==> src/rtl/i2c_rxf_pkg.sv <==
package i2c_rxf_pkg;
   // Clamp a programmed threshold to the queue depth.
   function automatic int unsigned clamp_thr(input int unsigned v, input int unsigned lim);
      return (v > lim) ? lim : v;
   endfunction
endpackage

==> src/rtl/i2c_rxf_store.sv <==
module i2c_rxf_store #(
   parameter int W     = 8,
   parameter int DEPTH = 32,
   parameter int CW    = $clog2(DEPTH + 1)
) (
   input  logic          clk,
   input  logic          rst_n,
   input  logic          clr,
   input  logic          push,
   input  logic          pop,
   input  logic [W-1:0]  wdata,
   output logic [W-1:0]  rdata,
   output logic [CW-1:0] count
);
   localparam int PW = (DEPTH > 1) ? $clog2(DEPTH) : 1;
   localparam bit POW2 = (DEPTH == (1 << PW));

   logic [W-1:0]  mem [DEPTH];
   logic [PW-1:0] wp, rp, wp_nx, rp_nx;

   generate
      if (POW2) begin : g_wrap_free
         assign wp_nx = wp + 1'b1;
         assign rp_nx = rp + 1'b1;
      end else begin : g_wrap_cmp
         assign wp_nx = (wp == PW'(DEPTH - 1)) ? '0 : wp + 1'b1;
         assign rp_nx = (rp == PW'(DEPTH - 1)) ? '0 : rp + 1'b1;
      end
   endgenerate

   always_ff @(posedge clk) begin
      if (push && !clr) mem[wp] <= wdata;
   end

   always_ff @(posedge clk or negedge rst_n) begin
      if (!rst_n) begin
         wp    <= '0;
         rp    <= '0;
         count <= '0;
      end else if (clr) begin
         wp    <= '0;
         rp    <= '0;
         count <= '0;
      end else begin
         if (push) wp <= wp_nx;
         if (pop)  rp <= rp_nx;
         count <= count + CW'(push) - CW'(pop);
      end
   end

   assign rdata = mem[rp];
endmodule

==> src/rtl/i2c_rxf_pacer.sv <==
module i2c_rxf_pacer
   import i2c_rxf_pkg::*;
#(
   parameter int DEPTH = 32,
   parameter int CW    = $clog2(DEPTH + 1)
) (
   input  logic          clk,
   input  logic          rst_n,
   input  logic          fifo_en,
   input  logic [CW-1:0] count,
   input  logic          rx_valid,
   input  logic          push,
   input  logic          pop,
   input  logic          clr,
   input  logic          thr_wr,
   input  logic [CW-1:0] thr_wdata,
   input  logic          last_wdata,
   input  logic          thst_clr,
   input  logic          rxf_clr,
   output logic          ready,
   output logic          nack,
   output logic          hold,
   output logic [CW-1:0] thr_q,
   output logic          last_q,
   output logic          thst,
   output logic          rxf
);
   logic [CW-1:0] cap, eff_thr, cnt_nxt;
   logic [CW:0]   cnt_p1;
   logic          hold_d, thst_set, rxf_set;

   always_comb begin
      cap      = fifo_en ? CW'(DEPTH) : CW'(1);
      eff_thr  = fifo_en ? thr_q : CW'(1);
      ready    = count < cap;
      cnt_p1   = {1'b0, count} + 1'b1;
      nack     = rx_valid && last_q && (cnt_p1 == {1'b0, eff_thr});
      cnt_nxt  = clr ? '0 : count + CW'(push) - CW'(pop);
      hold_d   = (count >= cap) || (fifo_en && (thr_q != '0) && (count >= thr_q));
      thst_set = fifo_en && (thr_q != '0) && (count < thr_q) && (cnt_nxt == thr_q);
      rxf_set  = (count < cap) && (cnt_nxt >= cap);
   end

   always_ff @(posedge clk or negedge rst_n) begin
      if (!rst_n) begin
         thr_q  <= '0;
         last_q <= 1'b0;
         hold   <= 1'b0;
         thst   <= 1'b0;
         rxf    <= 1'b0;
      end else begin
         if (thr_wr) begin
            thr_q  <= CW'(clamp_thr(int'(thr_wdata), DEPTH));
            last_q <= last_wdata;
         end
         hold <= hold_d;
         thst <= thst_set | (thst & ~thst_clr);
         rxf  <= rxf_set | (rxf & ~rxf_clr);
      end
   end
endmodule

==> src/rtl/i2c_rx_fifo_ctrl.sv <==
module i2c_rx_fifo_ctrl #(
   parameter int W     = 8,
   parameter int DEPTH = 32,
   parameter int CW    = $clog2(DEPTH + 1)
) (
   input  logic          clk,
   input  logic          rst_n,
   input  logic          fifo_en,
   input  logic          rx_valid,
   input  logic [W-1:0]  rx_byte,
   output logic          rx_ready,
   output logic          rx_nack,
   output logic          scl_hold,
   input  logic          rd_en,
   output logic [W-1:0]  rd_data,
   output logic [CW-1:0] occupancy,
   input  logic          thr_wr,
   input  logic [CW-1:0] thr_wdata,
   input  logic          last_wdata,
   output logic [CW-1:0] thr_rd,
   output logic          last_rd,
   output logic          thr_status,
   input  logic          thr_status_clr,
   input  logic          fifo_clr,
   output logic          rxf_flag,
   input  logic          rxf_flag_clr
);
   generate
      if (DEPTH < 2 || W < 1 || CW < $clog2(DEPTH + 1)) begin : g_bad_cfg
         $error("i2c_rx_fifo_ctrl: illegal DEPTH/W/CW combination");
      end
   endgenerate

   logic push, pop;

   assign push = rx_valid && rx_ready;
   assign pop  = rd_en && (occupancy != '0);

   i2c_rxf_store #(.W(W), .DEPTH(DEPTH), .CW(CW)) u_store (
      .clk   (clk),
      .rst_n (rst_n),
      .clr   (fifo_clr),
      .push  (push),
      .pop   (pop),
      .wdata (rx_byte),
      .rdata (rd_data),
      .count (occupancy)
   );

   i2c_rxf_pacer #(.DEPTH(DEPTH), .CW(CW)) u_pacer (
      .clk        (clk),
      .rst_n      (rst_n),
      .fifo_en    (fifo_en),
      .count      (occupancy),
      .rx_valid   (rx_valid),
      .push       (push),
      .pop        (pop),
      .clr        (fifo_clr),
      .thr_wr     (thr_wr),
      .thr_wdata  (thr_wdata),
      .last_wdata (last_wdata),
      .thst_clr   (thr_status_clr),
      .rxf_clr    (rxf_flag_clr),
      .ready      (rx_ready),
      .nack       (rx_nack),
      .hold       (scl_hold),
      .thr_q      (thr_rd),
      .last_q     (last_rd),
      .thst       (thr_status),
      .rxf        (rxf_flag)
   );
endmodule

==> config.mk <==
export PLATFORM = sky130hd
export DESIGN_NAME = i2c_rx_fifo_ctrl
export DESIGN_NICKNAME = d
export VERILOG_FILES = /design/src/rtl/i2c_rxf_pkg.sv /design/src/rtl/i2c_rxf_store.sv /design/src/rtl/i2c_rxf_pacer.sv /design/src/rtl/i2c_rx_fifo_ctrl.sv
export SDC_FILE = /design/constraint.sdc
export NUM_CORES = 1
export LEC_CHECK = 0
export ABC_AREA = 1
export BUFFER_PORTS_ARGS = -buffer_cell sky130_fd_sc_hd__buf_2
export CORE_MARGIN = 5
export CORE_UTILIZATION = 44
export DETAILED_ROUTE_END_ITERATION = 16
export PLACE_DENSITY = 0.68
export SLEW_MARGIN = 20
export SYNTH_ARGS = -nofsm -noshare
export SYNTH_HDL_FRONTEND = slang
export SYNTH_SLANG_ARGS = --single-unit
==> constraint.sdc <==
create_clock -name clk -period 3 [get_ports clk]
set_input_delay 0.15 -clock clk [delete_from_list [all_inputs] [get_ports clk]]
set_output_delay 0.15 -clock clk [all_outputs]
set_load 0.03 [all_outputs]
# Word-level counts from Yosys, hierarchy flattened
# Memories as Yosys holds them, arrays and structs flattened.
# Cells that the tools add are included.
# op_classes
bitwise	6
muxes	10
add_sub_neg	5
n_eq_ne	2
n_lt_le_gt_ge	6
reduce_logical	16
# ops
operator	count
$mux 6	4
$mux 5	4
$ge 6x6->1	3
$lt 6x6->1	2
$reduce_bool 6->1	2
$add 5x1->5 const B	2
$logic_and 1x1->1	10
$add 6x1->7 const B	1
$eq 7x6->1	1
$add 6x1->6	1
$eq 6x6->1	1
$gt 6x6->1 const B	1
$sub 6x1->6	1
$reduce_bool 2->1	2
$and 1x1->1	2
$mux 1	2
$not 1->1	2
$or 1x1->1	2
$logic_not 1->1	1
$logic_or 1x1->1	1
# totals
register_bits	26
elab_cells	54
out_inout_bits	26
memories	1
in_bits	24
ramBits	256
# mem_list
memory	words	width	rd	rd_clocked_by_memory_dff	write_ports	line_no	rtl
u_store.mem	32	8	1	0	1	i2c_rxf_store.sv:18	logic [W-1:0] mem [DEPTH];

# Depth between registers and ports, before layout
# Gate-level depths: netlist of the first run.
# logic_depth
depth_word	9
depth_mapped	22
depth_no_buf	21

# Hierarchy
# Synthesis of the first run repeated with hierarchy kept, for this count alone.
# hier_totals
hier_cells	1337
area_unflattened_um2	13133.8
# modules_own_cells
mod	area_each_um2	seq_area_each_um2	cells_per_inst	n_inst
i2c_rxf_store	11807.6	8087.8	1137	1
i2c_rxf_pacer	1295.0	250.2	192	1
i2c_rx_fifo_ctrl	31.3	0.0	8	1

# Worst setup path before layout of the first run
# OpenSTA, ideal clock, no wires.
# synth_path
path_kind	reg2reg
startpoint	register u_store.count[2]
endpoint	register u_pacer.thst
setup_ns	0.065
required_time_ns	2.935
period_less_slack_ns	3.037
path_stages_with_launch	21
path_buffers	0
arrival_ns	2.972
setup_slack_ns	-0.037
path_cell_list	dfrtp_1 > inv_1 > ha_1 > nand2_1 > nor2_1 > nand2_1 > and2_2 > nand2_2 > inv_1 > ha_1 > inv_1 > fa_1 > nor2_1 > nand2_1 > nand2_1 > nand3_1 > nor2_1 > nand3_1 > nor2_1 > nand3_1 > nand2_1
# synth_via
elab_chain_cells	8
elab_cells_between_ends	12
classes_between	add/sub (2); order compare (2); eq/ne (1); mux (1); bitwise (1); reduce/logical (5)
# synth_lines
element	line_no	rtl
from (decl)	i2c_rxf_store.sv:13	output logic [CW-1:0] count
from (signal assigned)	i2c_rxf_store.sv:47	count <= count + CW'(push) - CW'(pop);
$lt 6x6->1	i2c_rxf_pacer.sv:35	ready = count < cap;
via rx_ready	i2c_rx_fifo_ctrl.sv:11	output logic rx_ready,
$logic_and 1x1->1	i2c_rx_fifo_ctrl.sv:36	assign push = rx_valid && rx_ready;
$add 6x1->6	i2c_rxf_pacer.sv:38	cnt_nxt = clr ? '0 : count + CW'(push) - CW'(pop);
$sub 6x1->6	i2c_rxf_pacer.sv:38	
$mux 6	i2c_rxf_pacer.sv:38	
via u_pacer.cnt_nxt[1]	i2c_rxf_pacer.sv:28	logic [CW-1:0] cap, eff_thr, cnt_nxt;
$eq 6x6->1	i2c_rxf_pacer.sv:40	thst_set = fifo_en && (thr_q != '0) && (count < thr_q) && (cnt_nxt == thr_q);
$logic_and 1x1->1	i2c_rxf_pacer.sv:40	
$or 1x1->1	i2c_rxf_pacer.sv:57	thst <= thst_set | (thst & ~thst_clr);
to (signal assigned)	i2c_rxf_pacer.sv:57	
to (decl)	i2c_rxf_pacer.sv:25	output logic thst,
# The timed path passes the listed nets, and every way through them passes these cells.
# A chain may end at the register's enable or synchronous reset.

# Final worst setup path of the first run
# layout_path
startpoint	register u_store.rp[0]
endpoint	output rd_data[2]
# layout_via
elab_chain_cells	1
# layout_lines
element	line_no	rtl
from (decl)	i2c_rxf_store.sv:19	logic [PW-1:0] wp, rp, wp_nx, rp_nx;
from (signal assigned)	i2c_rxf_store.sv:46	if (pop) rp <= rp_nx;
$mem_v2 32x8	-	
to (decl)	i2c_rx_fifo_ctrl.sv:15	output logic [W-1:0] rd_data,
# No other way between the ends.

==> results of run 1 <==
[registers in the layout (all words and copies together), names as in the netlist]
register and cells:
u_store.mem 256, u_pacer.thr_q 6, u_store.count 6, u_store.rp 5, u_store.wp 5, u_pacer.hold 1
u_pacer.last_q 1, u_pacer.rxf 1, u_pacer.thst 1
[worst min-delay path, cell delays in order]
cell     delay [ps]
buf_2           120
nand2_2          80
inv_2            50
nand2_1          50
a21oi_1          60
[cells in the final DEF, fill, tap and decap left out, drive strengths merged, types with 2 or more instances in the layout]
| cell | Yosys | layout |
|---|---|---|
| buf | 33 | 115 |
| xnor2 | 3 | 3 |
| ha | 30 | 30 |
| dlygate4sd3 | 0 | 26 |
| o221ai | 4 | 4 |
| nand4 | 2 | 2 |
| o21ai | 145 | 145 |
| clkbuf | 18 | 36 |
| nand3 | 68 | 68 |
| o211ai | 28 | 28 |
| inv | 70 | 71 |
| edfxtp | 256 | 256 |
| nand2 | 151 | 151 |
| o22ai | 16 | 16 |
| dfrtp | 26 | 26 |
| nor3 | 5 | 5 |
| nand3b | 2 | 2 |
| a21oi | 24 | 24 |
| xor2 | 4 | 4 |
| clkinv | 2 | 16 |
| nor2 | 211 | 211 |
[cell usage after synthesis, drive strengths merged]
cell type	instances
ha	30
fa	1
a21oi	24
xor2	4
o221ai	4
o211ai	28
inv	70
a211oi	1
nor3b	1
nand3b	2
clkinv	2
or2	1
nor2	211
nand2	151
edfxtp	256
o21ai	145
nand3	68
dfrtp	26
o41ai	1
nand4	2
xnor2	3
o21bai	1
clkbuf	18
buf	33
o22ai	16
and2	1
nor3	5
[through the flow]
stage | power (mW) | cells
after floorplan | 6.536 | 1105
final | 10.79 | 1624
after detailed placement | 7.381 | 1534
after CTS | 10.63 | 1612
after global routing | 11.40 | 1624
after global placement | 7.318 | 1534
[cell families (layout without fill, tap and decap cells)]
logic type,after synthesis,count (layout),share of synthesized area
xor gates and xnor gates,7,7,0.004951
buffers and inverters,123,264,0.04729
and+or+nand+nor,442,442,0.1444
DFF,282,282,0.6733
adders and majority gates,31,31,0.03193
AOI/OAI and AO/OA,220,220,0.09811
[layer usage]
| metal | up-vias | wire length (um) | track usage |
|---|---|---|---|
| met4 | 0 | 952 | 0.06252 |
| met5 | - | 0 | 0 |
| li1 | 4111 | - | - |
| met1 | 4212 | 12310 | 0.2457 |
| met2 | 269 | 15230 | 0.3324 |
| met3 | 67 | 1927 | 0.03196 |
[final cells by class]
| cell class | instances | area share |
|---|---|---|
| Multi-Input combinational cell | 700 | 0.2439 |
| Tap cell | 378 | 0.03252 |
| Timing Repair Buffer | 141 | 0.07279 |
| Clock buffer | 36 | 0.05171 |
| Clock inverter | 15 | 0.005850 |
| Inverter | 72 | 0.01927 |
| Sequential cell | 282 | 0.5739 |
[power breakdown]
| part | switching, mW | total (mW) | internal (mW) |
|---|---|---|---|
| Combinational | 2.00 | 3.08 | 1.08 |
| Sequential | 0.106 | 4.51 | 4.40 |
| Clock | 1.43 | 3.20 | 1.77 |
| Total | 3.53 | 10.8 | 7.26 |
[worst min-delay path by stage]
stage                            end  slack, ps  cells after the start
floorplan               u_pacer.hold       -150                      0
global placement    u_pacer.thr_q[0]        190                      1
detailed placement  u_pacer.thr_q[0]        200                      1
CTS                    u_store.wp[2]         10                      5
global route           u_store.wp[2]         30                      5
finish                 u_store.wp[2]         -4                      5
[what timing repair did]
item	CTS	global route
pin swaps	0	10
hold endpoints to repair	38	0
buffers inserted	1	12
hold buffers	26	0
endpoints found under the setup margin	2	5
resized for setup	1	28
==> flow_summary.yaml, run 1 <==
yosys:
  synthCells: 1105
  ys_seq_elements: 282
  syn-cell-area_um2: 12380
  synth_top_area_share: 0.6208
  synth_nets: 1160
  yosysUniqueCellTypes: 36
  ys_warn_count: 0
  yosysTopAreaCell: "edfxtp_1"
  synth.area.top_cells: "edfxtp_1 (62%), nor2_1 (6.4%), dfrtp_1 (5.3%)"
  seq_area_frac_synth: 0.6733
  syn_avg_cell_area_um2: 11.21
pwr:
  powerDensity_nw_per_um2: 741.9
  p_leak_nw: 5.391
  peakVddDrop_mv: 0.5137
final_layout:
  fin_area_um2: 14540
  drive_gt1_frac: 0.1509
  area_delta_synth_final_pct: 17.44
  register_area_um2: 8347
  fillers: 2433
  multi_input_area_um2: 3547
  utilization: 0.5235
  diodes: 0
  final_nets: 1281
setup_path:
  critPathBufInv: 4
  start_kind: "flop"
  crit_arrival_ps: 2680
  crit_chain: "buf_4 -> o21ai_0 -> o22ai_1 -> nand2_1 -> nand2_1 -> inv_1 -> nand3_1 -> nand2_1 -> inv_1 -> buf_2"
  cp_common_cell: "nand2_1"
  path_depth: 10
  worst_r2r_startpoint: "u_store.count[4]"
  max_stage_delay_ps: 640
  path_max_fanout: 29
  critPathKind: "reg2out"
  ff2ff_setup_slack_ps: 180
  r2r_cells: 19
  cp_top_family: "buffers and inverters"
  endpoint_kind: "primary output"
  cp.required_ps: 2850
  rr_endpoint: "u_pacer.thst"
  crit_path_top_delay_cell: "dfrtp_4"
  endpoint: "rd_data[2]"
  startpoint: "u_store.rp[0]"
sta:
  slew_viol_final: 0
  finalSetupViolCount: 0
  finalClockSkew_ps: 23.44
  finalCriticalPeriod_ps: 2828
  fmax_mhz: 353.6
  setup_ws_ps: 171.9
  worst_pin_slew_ps: 698.2
  hold_slack_ps: -3.561
  slew_headroom: 0.5345
  min_period_over_period: 0.9427
  fin_setup_tns_ps: 0
  final-hold-violation-count: 1
die:
  dieArea_um2: 31600
  io_pins: 50
  std_cell_rows: 61
  start_util: 0.4457
  die_y_um: 177.8
  fp.dieW_um: 177.8
  core_um2: 27780
detailed_routing:
  drt-pass1-iter-count: 5
  drc: 0
  viasPerCell: 5.332
  routed_wl_mm: 30.42
  ant_nets: 0
  drtIter0Drc: 679
  wire_per_inst_um: 18.73
  num_vias: 8659
place:
  dp_hpwl_mm: 18.85
  numPortBuffers: 49
  gp_congestion: 0.8757
  pre_cts_slack_ps: 74.68
  placed_cell_area_um2: 13240
worst_hold_path:
  hold_path.startpoint: "rx_valid"
  hold_class: "in2reg"
global_routing:
  grt.total_usage: 0.1916
  antenna_found_initial: 0
  grt_pass1_wl_mm: 46.79
  grt_max_degree: 79
  grt-ovfl-total: 0
  grt_pass1_vias: 8484
clocking:
  cts_root_buf: "clkbuf_16"
  cts.sinks: 282
  clk_pin_slew_worst_paths_ps: 60
  clock_latency_ps: 560
  cts_tree: "yes"
  htreeDepth: 1
  ctsLongestPathBuffers: 3
  numCtsBuffers: 29
status:
  status: "finished, violations left"
  violations: "negative hold slack"
flow_run:
  cap_violations: 0
Note: power is estimated with default switching activity, not from simulation.
==> run 2: changes to the inputs <==
--- a/config.mk
+++ b/config.mk
@@ -9,6 +9,7 @@
 export BUFFER_PORTS_ARGS = -buffer_cell sky130_fd_sc_hd__buf_2
 export CORE_MARGIN = 5
 export CORE_UTILIZATION = 44
+export CTS_CLUSTER_SIZE = 12
 export DETAILED_ROUTE_END_ITERATION = 16
 export PLACE_DENSITY = 0.68
 export SLEW_MARGIN = 20
==> constraint.sdc (replaced) <==
create_clock -name clk -period 3.6 [get_ports clk]
set_input_delay 0.18 -clock clk [delete_from_list [all_inputs] [get_ports clk]]
set_output_delay 0.18 -clock clk [all_outputs]
set_load 0.1 [all_outputs]
==> flow_summary.yaml, run 2 (same netlist as run 1, synthesis figures left out) <==
final_layout:
  mostFrequentLayoutCell: "edfxtp_1"
  fin_area_um2: 14380
  reg.largest.list: "u_store.mem: 256 flops, u_pacer.thr_q: 6 flops, u_store.count: 6 flops"
  utilization: 0.5177
  area_delta_synth_final_pct: 16.16
  largest_reg_flops: 256
  layout_common_cells: "edfxtp_1 (256), nor2_1 (210), nand2_1 (150)"
  max_flop_register: "u_store.mem"
  diodes: 0
  final_nets: 1249
  layout.cells.non_filler: 1595
  drive_gt1_frac: 0.1142
status:
  status: "finished, final reports clean"
detailed_routing:
  ant_nets: 0
  drc: 0
  routed_wl_mm: 30.25
  met3WireLength_mm: 1.450
  top_layer: "met4"
  viasPerCell: 5.357
  drtIter0Drc: 760
  wl_met2_mm: 15.41
  num_vias: 8545
  wl_met1_mm: 12.32
  wire_per_inst_um: 18.96
  drt-pass1-iter-count: 6
sta:
  slew_headroom: 0.4846
  hold_slack_ps: 34.47
  rsz0062_at_grt: "false"
  finalSetupViolCount: 0
  finalCriticalPeriod_ps: 3175
  fin_setup_tns_ps: 0
  final-hold-violation-count: 0
  setup_ws_ps: 425.3
  worst_pin_slew_ps: 770.3
  min_period_over_period: 0.8819
  slew_viol_final: 0
  fmax_mhz: 315.0
  finalClockSkew_ps: 14.36
global_routing:
  grt.total_usage: 0.1907
  grt-ovfl-total: 0
  grt_max_degree: 138
  grt_pass1_wl_mm: 46.70
  grt_pass1_vias: 8552
  antenna_found_initial: 0
setup_path:
  rr_endpoint: "u_pacer.thst"
  crit_arrival_ps: 2990
  cp_common_cell: "nand3_1"
  crit_chain: "buf_4 -> clkinv_1 -> o211ai_1 -> nand3_1 -> nand3_1 -> nand2_1 -> inv_1 -> buf_2"
  critPathKind: "reg2out"
  endpoint_kind: "primary output"
  max_stage_delay_ps: 570
  start_kind: "flop"
  r2r_cells: 20
  ff2ff_setup_slack_ps: 470
  worst_r2r_startpoint: "u_store.count[3]"
  cp.required_ps: 3420
  path_max_fanout: 19
  startpoint: "u_store.rp[2]"
  crit_path_top_delay_cell: "clkinv_1"
place:
  dp.cells: 1513
  numPortBuffers: 49
  pre_cts_slack_ps: 480.0
  placed_cell_area_um2: 13080
  dp_hpwl_mm: 18.48
  gp_congestion: 0.8710
pwr:
  powerDensity_nw_per_um2: 683.3
  p_total_mw: 9.828
  p_int_mw: 6.368
  p_leak_nw: 5.295
  power_frac_seq: 0.384
  peakVddDrop_mv: 0.7348
  p_comb_frac: 0.289
  switchingPower_mw: 3.460
  switching_share: 0.3521
  clkPwrFrac: 0.328
worst_hold_path:
  min_path_cells: 4
  holdPathEnd: "u_pacer.last_q"
  hold_class: "in2reg"
  hold_path.startpoint: "thr_wr"
clocking:
  cts.sinks: 282
  numCtsBuffers: 31
  post_cts_buffers: 0
  clock_latency_ps: 560
  cts_root_buf: "clkbuf_16"
  cts_tree: "yes"
  clk_pin_slew_worst_paths_ps: 60
  ctsLongestPathBuffers: 3
  htreeDepth: 1
flow_run:
  cap_violations: 0
die:
  die_y_um: 177.8
  core_um2: 27780
  std_cell_rows: 61
  dieArea_um2: 31600
  start_util: 0.4457
  io_pins: 50
  fp.dieW_um: 177.8
[run 2: changes by cell type in the layout (fill, tap and decap cells not counted), moves of 3 or more]
cell | previous run | this run
buf_4 | 61 | 29
inv_1 | 57 | 65
inv_2 | 10 | 4
bufinv_16 | 0 | 5
clkinv_2 | 6 | 1
ha_1 | 25 | 30
ha_4 | 4 | 0
clkbuf_1 | 7 | 10
clkinv_1 | 9 | 6
[run 2: worst max-delay path, delay by kind of cell (launching register included)]
kind                   cells  cell delay [ps]
and+or+nand+nor            3              420
AOI/OAI and AO/OA          1              320
DFF                        1              370
buffers and inverters      4             1310
[run 2: per-layer routing]
| metal | up-vias | global-route usage |
|---|---|---|
| li1 | 4040 | - |
| met1 | 4175 | 0.2377 |
| met2 | 261 | 0.3391 |
| met3 | 69 | 0.02642 |
| met4 | 0 | 0.07025 |
| met5 | - | 0 |
[run 2: what timing repair did]
action / 4_1_cts / 5_1_grt
hold buffers: 26 / 0
resized for setup: 0 / 0
endpoints found under the hold margin: 39 / 0
[run 2: worst max path at each step]
| stage | slack, ps | to |
|---|---|---|
| 3_5_place_dp | 480 | u_pacer.thst |
| 6_report | 430 | rd_data[2] |
| 4_1_cts | 450 | rd_data[4] |
| 3_3_place_gp | 570 | u_pacer.thst |
| 5_1_grt | 200 | u_pacer.thst |
| 2_1_floorplan | 30 | u_pacer.thst |
[run 2: power groups by stage]
stage               combinational [mW]  clock (mW)  sequential, mW
global route                      3.11        3.40            3.78
finish                            2.84        3.22            3.77
floorplan                         1.84           0            4.14
CTS                               2.84        3.26            3.77
detailed placement                2.80           0            3.83
global placement                  2.77           0            3.83
[run 2: final cells by class]
type | count | area, um2
clock inverters | 13 | 206.4
inverters | 72 | 272.8
flip-flops and latches | 282 | 8348
repair buffers | 107 | 783.3
fillers | 2465 | 13400
clock buffers | 43 | 840.8
well taps | 378 | 473.0
multi-input cells | 700 | 3460
